File: src/rtl/evtcnt_pkg.sv
package evtcnt_pkg;

    localparam int CFG_W = 27;

    // Configuration word, packed so that its bit positions follow R2.
    typedef struct packed {
        logic       enable;     // 26
        logic       edge_mode;  // 25
        logic       invert;     // 24
        logic [7:0] thresh;     // 23:16
        logic [7:0] mask;       // 15:8
        logic [7:0] code;       // 7:0
    } evt_cfg_t;

    typedef enum logic [0:0] {
        QS_LOW  = 1'b0,
        QS_HIGH = 1'b1
    } qual_state_e;

endpackage

File: src/rtl/evtcnt_select.sv
module evtcnt_select #(
    parameter int          NUM_LANES = 4,
    parameter int          OCC_W     = 6,
    parameter logic [7:0]  OCC_CODE  = 8'h80,
    parameter int          CNT_W     = 6
) (
    input  logic [7:0]             cfg_code,
    input  logic [7:0]             cfg_mask,
    input  logic [NUM_LANES-1:0]   lane_valid,
    input  logic [8*NUM_LANES-1:0] lane_code,
    input  logic [8*NUM_LANES-1:0] lane_attr,
    input  logic [OCC_W-1:0]       occ_level,
    output logic [CNT_W-1:0]       sel_count
);

    logic [NUM_LANES-1:0] hit;
    logic [CNT_W-1:0]     lane_sum;
    logic                 state_any;
    logic                 filt_on;

    assign state_any = |cfg_mask[3:0];
    assign filt_on   = |cfg_mask[7:4];

    for (genvar g = 0; g < NUM_LANES; g++) begin : g_lane
        logic [7:0] l_code;
        logic [7:0] l_attr;
        logic       state_ok;
        logic       type_ok;
        assign l_code   = lane_code[8*g +: 8];
        assign l_attr   = lane_attr[8*g +: 8];
        assign state_ok = |(l_attr[3:0] & cfg_mask[3:0]);
        assign type_ok  = !filt_on || (|(l_attr[7:4] & cfg_mask[7:4]));
        assign hit[g]   = lane_valid[g] && (l_code == cfg_code) && state_ok && type_ok;
    end

    always_comb begin
        lane_sum = '0;
        for (int i = 0; i < NUM_LANES; i++) begin
            lane_sum = lane_sum + CNT_W'(hit[i]);
        end
    end

    always_comb begin
        if (cfg_code == OCC_CODE) begin
            sel_count = state_any ? CNT_W'(occ_level) : '0;
        end else begin
            sel_count = lane_sum;
        end
    end

endmodule

File: src/rtl/evtcnt_qualify.sv
module evtcnt_qualify
    import evtcnt_pkg::*;
#(
    parameter int CNT_W = 6
) (
    input  logic             clk,
    input  logic             rst_n,
    input  logic             cfg_load,
    input  logic [7:0]       thresh,
    input  logic             invert,
    input  logic             edge_mode,
    input  logic             enable,
    input  logic [CNT_W-1:0] sel_count,
    output logic [CNT_W-1:0] inc
);

    localparam int CW = (CNT_W > 8) ? CNT_W : 8;

    logic [CW-1:0] cnt_x;
    logic [CW-1:0] thr_x;
    logic          thr_on;
    logic          cmp;
    logic          cond;
    qual_state_e   st_q;
    qual_state_e   st_d;

    assign cnt_x  = CW'(sel_count);
    assign thr_x  = CW'(thresh);
    assign thr_on = |thresh;
    assign cmp    = invert ? (cnt_x < thr_x) : (cnt_x >= thr_x);
    assign cond   = enable && thr_on && cmp;

    // next state: rise, fall, rearm
    always_comb begin
        st_d = st_q;
        if (cfg_load) begin
            st_d = QS_LOW;
        end else begin
            unique case (st_q)
                QS_LOW:  if (cond)  st_d = QS_HIGH;
                QS_HIGH: if (!cond) st_d = QS_LOW;
                default: st_d = QS_LOW;
            endcase
        end
    end

    always_ff @(posedge clk) begin
        if (!rst_n) begin
            st_q <= QS_LOW;
        end else begin
            st_q <= st_d;
        end
    end

    // outputs
    always_comb begin
        inc = '0;
        if (enable) begin
            if (!thr_on) begin
                inc = sel_count;
            end else begin
                unique case (st_q)
                    QS_LOW:  inc = CNT_W'(cond);
                    QS_HIGH: inc = edge_mode ? '0 : CNT_W'(cond);
                    default: inc = '0;
                endcase
            end
        end
    end

endmodule

File: src/rtl/evtcnt_accum.sv
module evtcnt_accum #(
    parameter int CTR_W = 48,
    parameter int CNT_W = 6
) (
    input  logic             clk,
    input  logic             rst_n,
    input  logic             wr_en,
    input  logic [CTR_W-1:0] wr_data,
    input  logic [CNT_W-1:0] inc,
    output logic [CTR_W-1:0] value
);

    always_ff @(posedge clk) begin
        if (!rst_n) begin
            value <= '0;
        end else if (wr_en) begin
            value <= wr_data;
        end else begin
            value <= value + CTR_W'(inc);
        end
    end

endmodule

File: src/rtl/evt_threshold_counter.sv
module evt_threshold_counter
    import evtcnt_pkg::*;
#(
    parameter int         NUM_LANES = 4,
    parameter int         OCC_W     = 6,
    parameter logic [7:0] OCC_CODE  = 8'h80,
    parameter int         CTR_W     = 48
) (
    input  logic                   clk,
    input  logic                   rst_n,
    input  logic [NUM_LANES-1:0]   lane_valid,
    input  logic [8*NUM_LANES-1:0] lane_code,
    input  logic [8*NUM_LANES-1:0] lane_attr,
    input  logic [OCC_W-1:0]       occ_level,
    input  logic                   reg_wr,
    input  logic                   reg_addr,
    input  logic [CTR_W-1:0]       reg_wdata,
    output logic [CTR_W-1:0]       reg_rdata
);

    localparam int LANE_CW = $clog2(NUM_LANES + 1);
    localparam int CNT_W   = (LANE_CW > OCC_W) ? LANE_CW : OCC_W;

    evt_cfg_t         cfg_q;
    logic [CFG_W-1:0] cfg_bits;
    logic             cfg_load;
    logic             ctr_load;
    logic [CNT_W-1:0] sel_count;
    logic [CNT_W-1:0] inc;
    logic [CTR_W-1:0] ctr_value;

    assign cfg_load = reg_wr && !reg_addr;
    assign ctr_load = reg_wr && reg_addr;
    assign cfg_bits = cfg_q;

    always_ff @(posedge clk) begin
        if (!rst_n) begin
            cfg_q <= '0;
        end else if (cfg_load) begin
            cfg_q <= evt_cfg_t'(reg_wdata[CFG_W-1:0]);
        end
    end

    evtcnt_select #(
        .NUM_LANES(NUM_LANES), .OCC_W(OCC_W), .OCC_CODE(OCC_CODE), .CNT_W(CNT_W)
    ) u_select (
        .cfg_code(cfg_q.code), .cfg_mask(cfg_q.mask),
        .lane_valid(lane_valid), .lane_code(lane_code), .lane_attr(lane_attr),
        .occ_level(occ_level), .sel_count(sel_count)
    );

    evtcnt_qualify #(.CNT_W(CNT_W)) u_qualify (
        .clk(clk), .rst_n(rst_n), .cfg_load(cfg_load),
        .thresh(cfg_q.thresh), .invert(cfg_q.invert),
        .edge_mode(cfg_q.edge_mode), .enable(cfg_q.enable),
        .sel_count(sel_count), .inc(inc)
    );

    evtcnt_accum #(.CTR_W(CTR_W), .CNT_W(CNT_W)) u_accum (
        .clk(clk), .rst_n(rst_n), .wr_en(ctr_load), .wr_data(reg_wdata),
        .inc(inc), .value(ctr_value)
    );

    assign reg_rdata = reg_addr ? ctr_value : CTR_W'(cfg_bits);

endmodule

File: config.mk
export PLATFORM = sky130hd
export DESIGN_NAME = evt_threshold_counter
export DESIGN_NICKNAME = d
export VERILOG_FILES = /design/src/rtl/evtcnt_pkg.sv /design/src/rtl/evtcnt_select.sv /design/src/rtl/evtcnt_qualify.sv /design/src/rtl/evtcnt_accum.sv /design/src/rtl/evt_threshold_counter.sv
export SDC_FILE = /design/constraint.sdc
export NUM_CORES = 1
export LEC_CHECK = 0
export BUFFER_PORTS_ARGS = -buffer_cell sky130_fd_sc_hd__buf_2
export CORE_MARGIN = 2
export CORE_UTILIZATION = 31
export CTS_BUF_LIST = sky130_fd_sc_hd__clkbuf_2
export DETAILED_ROUTE_END_ITERATION = 10
export HOLD_SLACK_MARGIN = 0.02
export SETUP_SLACK_MARGIN = 0.5
export SLEW_MARGIN = 25
export SYNTH_ARGS = -nofsm -noshare
export SYNTH_HDL_FRONTEND = slang
export SYNTH_SLANG_ARGS = --single-unit
export TNS_END_PERCENT = 10
File: constraint.sdc
create_clock -name clk -period 7.67 [get_ports clk]
set_clock_uncertainty 0.05 [all_clocks]
set_input_delay 0.767 -clock clk [delete_from_list [all_inputs] [get_ports clk]]
set_output_delay 0.767 -clock clk [all_outputs]
set_load 0.05 [all_outputs]
==> impl.org <==
** Critical path
- The critical path contains buffers and inverters numbering 3 combined.
- STA puts the critical path data required time at 8.08 ns.
- CP Data Arrival Time :: 6.62 ns
- Worst r2r path cells :: 26
- Endpoint class of the critical path :: register
- Grouping stages by cell kind, the critical path spends the most delay in simple AND/OR/NAND/NOR gates.
- Critical path depth in cells :: 26
- Worst setup path class :: register to register
- Largest incremental delay on the critical path :: 0.61 ns
- Slowest stage cell, crit path :: sky130_fd_sc_hd__or4_1
- Largest driver fanout on the critical path :: 8
- CP Launch Type :: register
- Dominant cell type by count on the critical path :: sky130_fd_sc_hd__ha_1

** Synth
- The number of nets handed over by synthesis was 773.
- Yosys printed 0 warnings.
- Fraction of registers with async set or reset after synthesis :: 0%
- The synthesized design contains 0 enable-type register cells.
- Post-synthesis instance total :: roughly 630
- Post-Synthesis Mean Instance Area :: 7.85 um^2
- Share of the yosys chip area belonging to registers :: 30.7%
- Register bit count reported by yosys :: 76
- Cell area after technology mapping :: a little under 0.005 mm^2
- Unique cell type count in the Yosys netlist :: 50
- Predominant post-synthesis flop cell :: sky130_fd_sc_hd__dfxtp_1

** Pwr
- Switching component of the power :: 316 uW
- Per report_power, the clock group accounts for 22.3% of the total.
- Power comes to 859 uW.
- In this run switching power makes up 36.8% of total power.
- For this design the static power due to leakage is 0.00248 uW.
- The worst-case IR drop observed on VDD is 0.0000908 V.
- Of the total power, registers draw 52.4%.
- Cell internal power was estimated by the tool at 543 uW.
- Power density over cell area :: 142 mW/mm^2
- Comb power frac :: 25.3%

** Clock tree
- Hold repair after CTS inserted 0 buffers.
- Total setup buffers inserted after CTS :: 0
- Num CTS Buffers :: 9
- The H-tree was split into 3 levels.
- At the later pin of the worst-skew pair, clock insertion delay measures 0.58 ns.
- Bufs on Longest Clock Path :: 2
- Number of clock sinks seen by CTS :: 76
- Number of gates resized after CTS :: 0
- Master cell of the clock root buffer :: sky130_fd_sc_hd__clkbuf_2
- Post-CTS clock slew at the launch and capture registers of the worst setup and hold paths :: 0.23 ns
- TritonCTS built the clock tree.

** Detailed routing
- Met3 routed wirelength :: 908 um
- Initial drt markers :: 229
- DR vias :: 5015
- Drt total wl :: 15700 um
- The detail route stage leaves a number of antenna-violating nets equal to 0.
- Detailed routing placed a total of ~7400 um of wire on met2.
- In the final routing, the length of wire on met1 measures about 7000 um.
- In the final routed layout, each cell accounts on average for 15.7 um.
- The highest layer touched by signal routing is met4.
- Number of iterations in the first detailed-routing pass :: 4
- Number of vias per cell after detailed routing :: 5.02
- After detailed routing, the number of remaining DRC violations is 0.

** Place
- Worst-case setup slack after placement :: roughly 1.4 ns
- Post-DP HPWL :: ~12000 um
- Post-placement cell count :: 983
- Final weighted congestion in routability-driven placement :: about 0.82
- Placed instance area :: 0.00597 mm^2
- Input and output buffers added on the ports amount to 173.

** Floorplan
- The die covers between 0.015 and 0.02 mm^2.
- The floorplan step set the die width to 130 um.
- In this run the standard cell core region covers roughly 0.016 mm^2.
- Std-Cell Rows :: 46
- Effective utilization at floorplan :: between 30% and 40%
- Measured along the y axis, the die boundary spans 130 um.
- Io pins :: around 170

** STA
- Minimum clock period after layout :: 6.20 ns
- Setup total negative slack on the finished layout was measured at 0 ns.
- Setup violations remaining at the end of the flow were counted as 0.
- After layout, the worst path uses between 80% and 90% of the clock period.
- Max-Slew Margin vs Limit :: 55.6%
- Setup slack on the critical path of the routed design comes to 1.47 ns.
- Unrepaired setup endpoints after global routing :: no
- Slew at the pin with the worst max-slew slack :: approximately 0.66 ns
- Final Hold Violating Endpoints :: 0
- Max Clk Rate :: 161 MHz
- The max-slew violation total from the final report came to 0.

** Final layout
- Filler instances :: 1731
- After routing the design area is about 0.0061 mm^2.
- Number of nets in the layout :: 920
- Cells with a size suffix above 1 make up between 20 and 30% of the layout.
- The sequential cells in the finished layout cover a total of 0.00152 mm^2.
- Multi-input logic area :: approximately 0.0032 mm^2
- Number of standard cells in the layout, taps in and fillers out :: 1000
- From synthesis to final layout, the design area changed by 22.3%.

** GRT
- Final global-route overflow total :: 0
- The number of global-route vias before repair came to 4484.
- The first global-routing pass estimated 23100 um of wire.
- Largest net degree at the start of global routing :: 73
- Global-route usage over all layers :: 17.7%
- The initial antenna violation count is 1.

** Worst hold path
- The worst hold path was traced through 3 stages.
- Hold/Removal Path Class :: input pin to register

** Run
- Maxcap violations :: 0

** Outcome
- The flow ran to the end, and the final reports show no timing, DRC or antenna violations.
## cells in the mapped netlist, types with 2 or more instances
master / number / share of area [%]
sky130_fd_sc_hd__nand2_1: 89 / 6.7
sky130_fd_sc_hd__or4_1: 3 / 0.45
sky130_fd_sc_hd__ha_1: 14 / 3.5
sky130_fd_sc_hd__inv_1: 16 / 1.2
sky130_fd_sc_hd__buf_1: 3 / 0.23
sky130_fd_sc_hd__nor2b_1: 4 / 0.51
sky130_fd_sc_hd__xor2_1: 19 / 3.4
sky130_fd_sc_hd__dfxtp_1: 76 / 31
sky130_fd_sc_hd__a22oi_1: 12 / 1.8
sky130_fd_sc_hd__a22o_1: 2 / 0.35
sky130_fd_sc_hd__nand3_1: 19 / 1.9
sky130_fd_sc_hd__o21ai_0: 46 / 4.6
sky130_fd_sc_hd__nand4_1: 16 / 2.0
sky130_fd_sc_hd__and3_1: 11 / 1.4
sky130_fd_sc_hd__nor4_2: 2 / 0.51
sky130_fd_sc_hd__and2_1: 23 / 2.9
sky130_fd_sc_hd__xnor2_1: 58 / 10
sky130_fd_sc_hd__a21oi_1: 73 / 7.4
sky130_fd_sc_hd__nor3_1: 8 / 0.81
sky130_fd_sc_hd__a221oi_1: 2 / 0.35
sky130_fd_sc_hd__mux2_2: 22 / 5.0
sky130_fd_sc_hd__nor4_1: 8 / 1.0
sky130_fd_sc_hd__o211ai_1: 3 / 0.45
sky130_fd_sc_hd__a21o_1: 4 / 0.61
sky130_fd_sc_hd__clkbuf_1: 37 / 2.8
sky130_fd_sc_hd__nor2_1: 25 / 1.9
sky130_fd_sc_hd__nand2b_1: 3 / 0.38
sky130_fd_sc_hd__a211oi_1: 8 / 1.2
sky130_fd_sc_hd__a31oi_1: 3 / 0.38
sky130_fd_sc_hd__fa_1: 2 / 0.81
## sequential cells by signal (all words and copies together) (netlist names)
register,flops
cfg_bits,27
u_accum.value,48
u_qualify.st_q,1
## area by class of cell
type                            count  area share (%)
Clock inverter                      6           0.517
Inverter                           16           0.992
Clock buffer                       10           0.827
Timing Repair Buffer              176            14.7
Multi-Input combinational cell    499            53.3
Sequential cell                    76            25.1
Tap cell                          216            4.46
Antenna cell                        1          0.0413
## placed cells by master, fill, tap and decap left out, types with 3 or more instances in the layout
cell | netlist | final
sky130_fd_sc_hd__a21o_1 | 4 | 4
sky130_fd_sc_hd__nand4_1 | 16 | 16
sky130_fd_sc_hd__nor4_1 | 8 | 8
sky130_fd_sc_hd__or4_1 | 3 | 3
sky130_fd_sc_hd__a31oi_1 | 3 | 3
sky130_fd_sc_hd__buf_4 | 0 | 4
sky130_fd_sc_hd__xnor2_1 | 58 | 58
sky130_fd_sc_hd__mux2_2 | 22 | 22
sky130_fd_sc_hd__buf_2 | 0 | 172
sky130_fd_sc_hd__nand2_1 | 89 | 88
sky130_fd_sc_hd__o211ai_1 | 3 | 3
sky130_fd_sc_hd__a21oi_1 | 73 | 73
sky130_fd_sc_hd__o21ai_0 | 46 | 46
sky130_fd_sc_hd__inv_1 | 16 | 16
sky130_fd_sc_hd__a211oi_1 | 8 | 8
sky130_fd_sc_hd__a22oi_1 | 12 | 12
sky130_fd_sc_hd__nor2b_1 | 4 | 3
sky130_fd_sc_hd__ha_1 | 14 | 14
sky130_fd_sc_hd__nand3_1 | 19 | 19
sky130_fd_sc_hd__and3_1 | 11 | 11
sky130_fd_sc_hd__and2_1 | 23 | 23
sky130_fd_sc_hd__xor2_1 | 19 | 19
sky130_fd_sc_hd__clkbuf_2 | 0 | 10
sky130_fd_sc_hd__nor2_1 | 25 | 25
sky130_fd_sc_hd__clkinv_1 | 0 | 3
sky130_fd_sc_hd__nor3_1 | 8 | 8
sky130_fd_sc_hd__dfxtp_1 | 76 | 76
## power by group through the flow
stage | registers, uW | clock network, uW | logic (uW)
global route | 454 | 214 | 235
detailed placement | 458 | 0 | 218
global placement | 458 | 0 | 216
CTS | 450 | 198 | 219
finish | 450 | 192 | 217
floorplan | 444 | 0 | 151
## worst min-delay path: stages
cell and delay, ns:
sky130_fd_sc_hd__buf_2 0.11, sky130_fd_sc_hd__nand2_1 0.05, sky130_fd_sc_hd__a21oi_1 0.05
## through the flow
step / util [%] / hold WS (ns)
6_report: 38.4 / 0.342
5_1_grt: 38.4 / 0.312
3_5_place_dp: 37.8 / 0.414
3_3_place_gp: 37.8 / 0.413
2_1_floorplan: - / 0.392
4_1_cts: 38.4 / 0.310
## routing by layer
layer  vias up  GRT usage (%)
met1      2318           22.9
met2       157           29.8
met5         -              0
li1       2521              -
met3        19           3.22
met4         0           6.01
## logic make-up after synthesis
group | Yosys count | synth area share [%]
AO/OA/AOI/OAI | 162 | 19.0
flip-flops | 76 | 30.7
multiplexers | 23 | 5.21
adder cells (fa/ha/maj) | 16 | 4.35
AND/OR/NAND/NOR | 221 | 22.8
buffers and inverters | 56 | 4.25
XOR/XNOR | 77 | 13.6
## path summary, 6_finish.rpt
check | startpoint | endpoint | slack [ns]
min reg2reg | cfg_bits[21] | cfg_bits[21] | 0.43
min | reg_wdata[11] | cfg_bits[11] | 0.34
max reg2reg | cfg_bits[12] | u_accum.value[30] | 1.47
max | cfg_bits[12] | u_accum.value[30] | 1.47
Note: power is estimated with default switching activity, not from simulation.
